File: src/rtl/bcag_pkg.sv
package bcag_pkg;

    typedef enum logic [2:0] {
        BLC_ONE   = 3'b000,
        BLC_TWO   = 3'b001,
        BLC_FOUR  = 3'b010,
        BLC_EIGHT = 3'b011,
        BLC_PAGE  = 3'b111
    } blen_code_e;

endpackage

File: src/rtl/bcag_decode.sv
module bcag_decode
    import bcag_pkg::*;
#(
    parameter int COL_W = 9
) (
    input  logic [2:0]       code_i,
    input  logic             ilv_i,
    output logic             legal_o,
    output logic             page_o,
    output logic [COL_W-1:0] mask_o
);

    logic known;

    always_comb begin
        known  = 1'b1;
        page_o = 1'b0;
        mask_o = '0;
        case (code_i)
            BLC_ONE:   mask_o = COL_W'(0);
            BLC_TWO:   mask_o = COL_W'(1);
            BLC_FOUR:  mask_o = COL_W'(3);
            BLC_EIGHT: mask_o = COL_W'(7);
            BLC_PAGE: begin
                mask_o = '1;
                page_o = 1'b1;
            end
            default:   known = 1'b0;
        endcase
        // page length only pairs with sequential order
        legal_o = known && !(page_o && ilv_i);
    end

endmodule

File: src/rtl/bcag_colgen.sv
module bcag_colgen #(
    parameter int COL_W = 9
) (
    input  logic [COL_W-1:0] base_i,
    input  logic [COL_W-1:0] beat_i,
    input  logic [COL_W-1:0] mask_i,
    input  logic             ilv_i,
    output logic [COL_W-1:0] col_o
);

    logic [COL_W-1:0] seq_off;
    logic [COL_W-1:0] ilv_off;

    assign seq_off = base_i + beat_i;
    assign ilv_off = base_i ^ beat_i;

    // per bit: masked bits move, the rest keep the block position
    for (genvar i = 0; i < COL_W; i++) begin : g_bit
        assign col_o[i] = mask_i[i] ? (ilv_i ? ilv_off[i] : seq_off[i])
                                    : base_i[i];
    end

endmodule

File: src/rtl/burst_col_gen.sv
module burst_col_gen
    import bcag_pkg::*;
#(
    parameter int COL_W = 9
) (
    input  logic             clk,
    input  logic             rst_n,
    input  logic             start_i,
    input  logic [COL_W-1:0] col_i,
    input  logic [2:0]       bl_code_i,
    input  logic             burst_ilv_i,
    input  logic             term_i,
    output logic [COL_W-1:0] col_o,
    output logic             valid_o,
    output logic             last_o,
    output logic             busy_o,
    output logic             err_o
);

    typedef struct packed {
        logic             active;
        logic             last;
        logic             err;
        logic             ilv;
        logic             page;
        logic [COL_W-1:0] base;
        logic [COL_W-1:0] beat;
        logic [COL_W-1:0] mask;
        logic [COL_W-1:0] col;
    } state_t;

    state_t st_d, st_q;

    logic             dec_legal;
    logic             dec_page;
    logic [COL_W-1:0] dec_mask;
    logic [COL_W-1:0] beat_nx;
    logic [COL_W-1:0] col_nx;
    logic             at_end;

    bcag_decode #(.COL_W(COL_W)) u_decode (
        .code_i  (bl_code_i),
        .ilv_i   (burst_ilv_i),
        .legal_o (dec_legal),
        .page_o  (dec_page),
        .mask_o  (dec_mask)
    );

    assign beat_nx = st_q.beat + COL_W'(1);

    bcag_colgen #(.COL_W(COL_W)) u_colgen (
        .base_i (st_q.base),
        .beat_i (beat_nx),
        .mask_i (st_q.mask),
        .ilv_i  (st_q.ilv),
        .col_o  (col_nx)
    );

    assign at_end = !st_q.page && (st_q.beat == st_q.mask);

    always_comb begin
        st_d     = st_q;
        st_d.err = 1'b0;
        if (!st_q.active) begin
            if (start_i) begin
                if (dec_legal) begin
                    st_d.active = 1'b1;
                    st_d.base   = col_i;
                    st_d.beat   = '0;
                    st_d.mask   = dec_mask;
                    st_d.ilv    = burst_ilv_i;
                    st_d.page   = dec_page;
                    st_d.col    = col_i;
                    st_d.last   = !dec_page && (dec_mask == '0);
                end else begin
                    st_d.err = 1'b1;
                end
            end
        end else if (term_i || at_end) begin
            st_d.active = 1'b0;
            st_d.last   = 1'b0;
        end else begin
            st_d.beat = beat_nx;
            st_d.col  = col_nx;
            st_d.last = !st_q.page && (beat_nx == st_q.mask);
        end
    end

    always_ff @(posedge clk or negedge rst_n) begin
        if (!rst_n) begin
            st_q <= '0;
        end else begin
            st_q <= st_d;
        end
    end

    assign col_o   = st_q.col;
    assign valid_o = st_q.active;
    assign last_o  = st_q.last;
    assign busy_o  = st_q.active;
    assign err_o   = st_q.err;

endmodule

File: config.mk
export PLATFORM = sky130hd
export DESIGN_NAME = burst_col_gen
export DESIGN_NICKNAME = d
export VERILOG_FILES = /design/src/rtl/bcag_pkg.sv /design/src/rtl/bcag_decode.sv /design/src/rtl/bcag_colgen.sv /design/src/rtl/burst_col_gen.sv
export SDC_FILE = /design/constraint.sdc
export NUM_CORES = 1
export LEC_CHECK = 0
export BUFFER_PORTS_ARGS = -buffer_cell sky130_fd_sc_hd__clkbuf_2
export CAP_MARGIN = 5
export CORE_ASPECT_RATIO = 0.9
export CORE_UTILIZATION = 50
export CTS_CLUSTER_SIZE = 24
export DETAILED_ROUTE_END_ITERATION = 12
export PLACE_DENSITY = 0.84
export SLEW_MARGIN = 20
export SYNTH_ARGS = -nofsm -noshare
export SYNTH_HDL_FRONTEND = slang
export SYNTH_SLANG_ARGS = --single-unit
File: constraint.sdc
create_clock -name clk -period 2.4 [get_ports clk]
set_clock_uncertainty 0.2 [all_clocks]
set_input_delay 0.48 -clock clk [delete_from_list [all_inputs] [get_ports clk]]
set_output_delay 0.48 -clock clk [all_outputs]
set_load 0.005 [all_outputs]
==> out/qor.txt <==
Simple-Gate Fraction of Synth Area - 0.190
Clk Tree Root Cell - clkbuf_8
Syn Area/Cell - 8.78 um^2
Peak VDD IR - 0.683 mV
Clock sinks - 35
Adder-cell share of the synthesized area - 0.0704
Layout filler cell count - 320
Fmax - 0.384 GHz
Worst path max stage delay - 0.45 ns
Warnings, synthesis - 0
Via density - 5.44
Die W - 72.5 um
Synth area leaders - dfrtp_1 (39%), nand2_1 (6.5%), ha_1 (6.1%)
First drt pass iteration count - 4
RSZ-0062 raised after global routing - true
Worst setup path start - st_q[19]
I/O pin cnt - 30
Combinational share of power - 0.474
Highest metal used - met4
Hold Path Cell Cnt - 3
Starting density of the core - 0.535
Clk pwr share - 0.183
Design internal power - 1.77 mW
Cells after synthesis - 255
Vias in the first global route - 2057
Reg area - 878 um^2
Final setup viols - 5
Most common cell on crit path - ha_4
Post-detail-place hpwl - 3940 um
Antenna Nets Post-Route - 0
Global route overflow - 0
Largest family of logic cells by synthesized area - simple AND/OR/NAND/NOR gates
Critical path's slowest cell - dfrtp_2
Mux cell area share after synthesis - 0.00894
Sequential Power Share - 0.343
Power after layout - 2.84 mW
PnR worst setup slack - -0.201 ns
Status - finished, violations left
Layout cells sized above 1 - 0.384
Xor and xnor area share after synthesis - 0.0665
Period utilization - 1.08
Post-layout minimum cycle time - 2.60 ns
Compound-gate portion of the synthesized area - 0.183
Detailed-route via count - 2011
Met2 routed WL - 2800 um
WP data required - 2.39 ns
Biggest area consumer among synthesized cells - dfrtp_1
Fin util - 0.725
Synth async-reset ratio - 1.00
Initial antenna violation count - 0
Hold Path End - st_q[29]
Post-synth EDFFs - 0
Port buffer count - 29
Max-slew violations - 0
First-pass GRT wire length - 9580 um
Main flop type after synthesis - dfrtp_1
Worst-Skew Late Latency - 0.29 ns
Drt first-iter violations - 117
Max_cap viols - 0
Actual slew at the worst max-slew pin - 0.499 ns
Die height - 65.5 um
Yosys cell types - 46
Post-DR wirelength/cell - 15.6 um
Rel. slew slack - 0.668
# nets final - 338
Kind of end point of the critical path - flip-flop
Post-Syn Nets - 284
Syn-to-layout area delta - 35.4%
Hold Worst Slack - 0.201 ns
Row count - 22
Post-Route M1 WL - 2580 um
Reg2Reg Capture Point - col_o[7]
Seq/Total Area, Yosys - 0.391
Worst-path cell chain - ha_4, nand4_1, xor2_2, inv_2, ha_4, nand2_2, o21a_1, a31oi_2, xnor2_1, o211a_1, o311ai_2
Failing checks - negative setup slack
Core area - 4180 um^2
Clk buf depth - 2
Worst Path Max Fanout - 3
Psw - 1.07 mW
# DRC - 0
Num CTS Buffers - 5
Multi-input logic area - 1450 um^2
Antenna diode count - 0
H-tree Lvls - 2
Hold Crit Class - in -> reg
Clock transition at path regs - 0.07 ns
R2R Path Start - st_q[19]
Leak pwr - 1.38 nW
Critical path startpoint category - flip-flop
Total routed wirelength - 5780 um
Share of the synthesized area in the top cell type - 0.391
CP Data Arrival Time - 2.59 ns
CTS tree - yes
Hold Path Origin - col_i[2]
Total global-route track usage - 0.266
Met3 WL - 298 um
Setup TNS - -0.791 ns
Post-Synthesis Cell Area - 2240 um^2
R2R cell count - 11
R2r setup slk - -0.20 ns
DIE AREA - 4750 um^2
Largest net degree at the start of global routing - 27
Kind of critical path - reg -> reg
PwrDens - 935 nW/um^2
Hold Violations, Final - 0
Gpl congestion - 0.895
#FFs+latches synth - 35
Sw frac - 0.377
[flip-flops by register name, indices dropped and copies added (netlist names)]
signal	flops
st_q	23
last_o	1
col_o	9
busy_o	1
err_o	1
[power by group through the flow]
stage	registers [mW]	logic, mW	clock network, mW
6_report	0.972	1.34	0.519
5_1_grt	0.995	1.49	0.547
4_1_cts	0.958	1.23	0.523
3_5_place_dp	0.959	1.13	0
3_3_place_gp	0.949	1.09	0
2_1_floorplan	0.912	0.846	0
[worst max-delay path: cells and delay by family, from the launching register on]
kind | cells | cell delay, ns
AO/OA/AOI/OAI | 4 | 0.79
adder cells (fa/ha/maj) | 2 | 0.49
flip-flops | 1 | 0.45
XOR/XNOR | 2 | 0.31
AND/OR/NAND/NOR | 2 | 0.18
buffers and inverters | 1 | 0.10
[area by class of cell]
type	instances	share of cell area
Multi-Input combinational cell	182	0.478
Timing Repair Buffer	69	0.153
Sequential cell	35	0.290
Clock inverter	1	0.00990
Clock buffer	7	0.0252
Tap cell	60	0.0248
Inverter	16	0.0198
[routing by layer]
layer | global-route usage | vias up
met1 | 0.340 | 959
met2 | 0.443 | 57
met4 | 0.108 | 0
li1 | - | 982
met3 | 0.0521 | 13
met5 | 0 | -
[cell usage after synthesis (5+ instances only)]
| cell | number |
|---|---|
| buf_4 | 11 |
| xnor2_1 | 11 |
| inv_1 | 16 |
| ha_1 | 11 |
| a211oi_1 | 5 |
| o21ai_0 | 22 |
| nand2_1 | 39 |
| a21oi_1 | 9 |
| clkbuf_1 | 6 |
| nand3_1 | 14 |
| nor2_1 | 13 |
| dfrtp_1 | 35 |
| xor2_1 | 6 |
[through the flow]
stage / setup WS [ns] / area (um^2) / std cells
after floorplan: -0.130 / 2310 / 255
after global placement: -0.270 / 2640 / 355
after detailed placement: -0.329 / 2640 / 355
after CTS: -0.171 / 2880 / 368
after global routing: -0.310 / 3030 / 370
final: -0.201 / 3030 / 370
[cells in the final DEF, fill, tap and decap left out, drive strengths merged, types with 2 or more instances in the layout]
cell and count:
a31oi 2, and2 2, o311ai 2, ha 11, a211oi 5, nand4 4
a21oi 9, clkbuf 36, or3 2, xnor2 11, mux2i 2, inv 16
nor2 13, a221o 3, buf 39, dfrtp 35, a211o 2, o21ai 24
nor3 3, nand3 14, nor2b 3, nand2b 3, a22oi 2, o211ai 3
o211a 2, xor2 6, nor4b 2, nand2 39
[cells by family (layout without fill, tap and decap cells)]
group	count (synthesis)	count (layout)
AND/OR/NAND/NOR	90	90
adder cells (fa/ha/maj)	12	12
XOR/XNOR	17	17
flip-flops	35	35
AO/OA/AOI/OAI	61	61
multiplexers	2	2
buffers and inverters	38	93
[how the worst max path moves through the flow]
stage | depth (start not counted) | endpoint
floorplan | 13 | col_o[8]
global placement | 11 | col_o[6]
detailed placement | 11 | col_o[6]
CTS | 11 | col_o[7]
global route | 11 | col_o[7]
finish | 11 | col_o[7]
[what timing repair did]
item                                    4_1_cts  5_1_grt
resized for setup                            19       18
endpoints found under the hold margin        18        0
pin swaps                                    14        4
setup buffers                                 4        2
hold buffers                                  1        0
endpoints found under the setup margin        6        8
(Power assumes the default switching activity.)
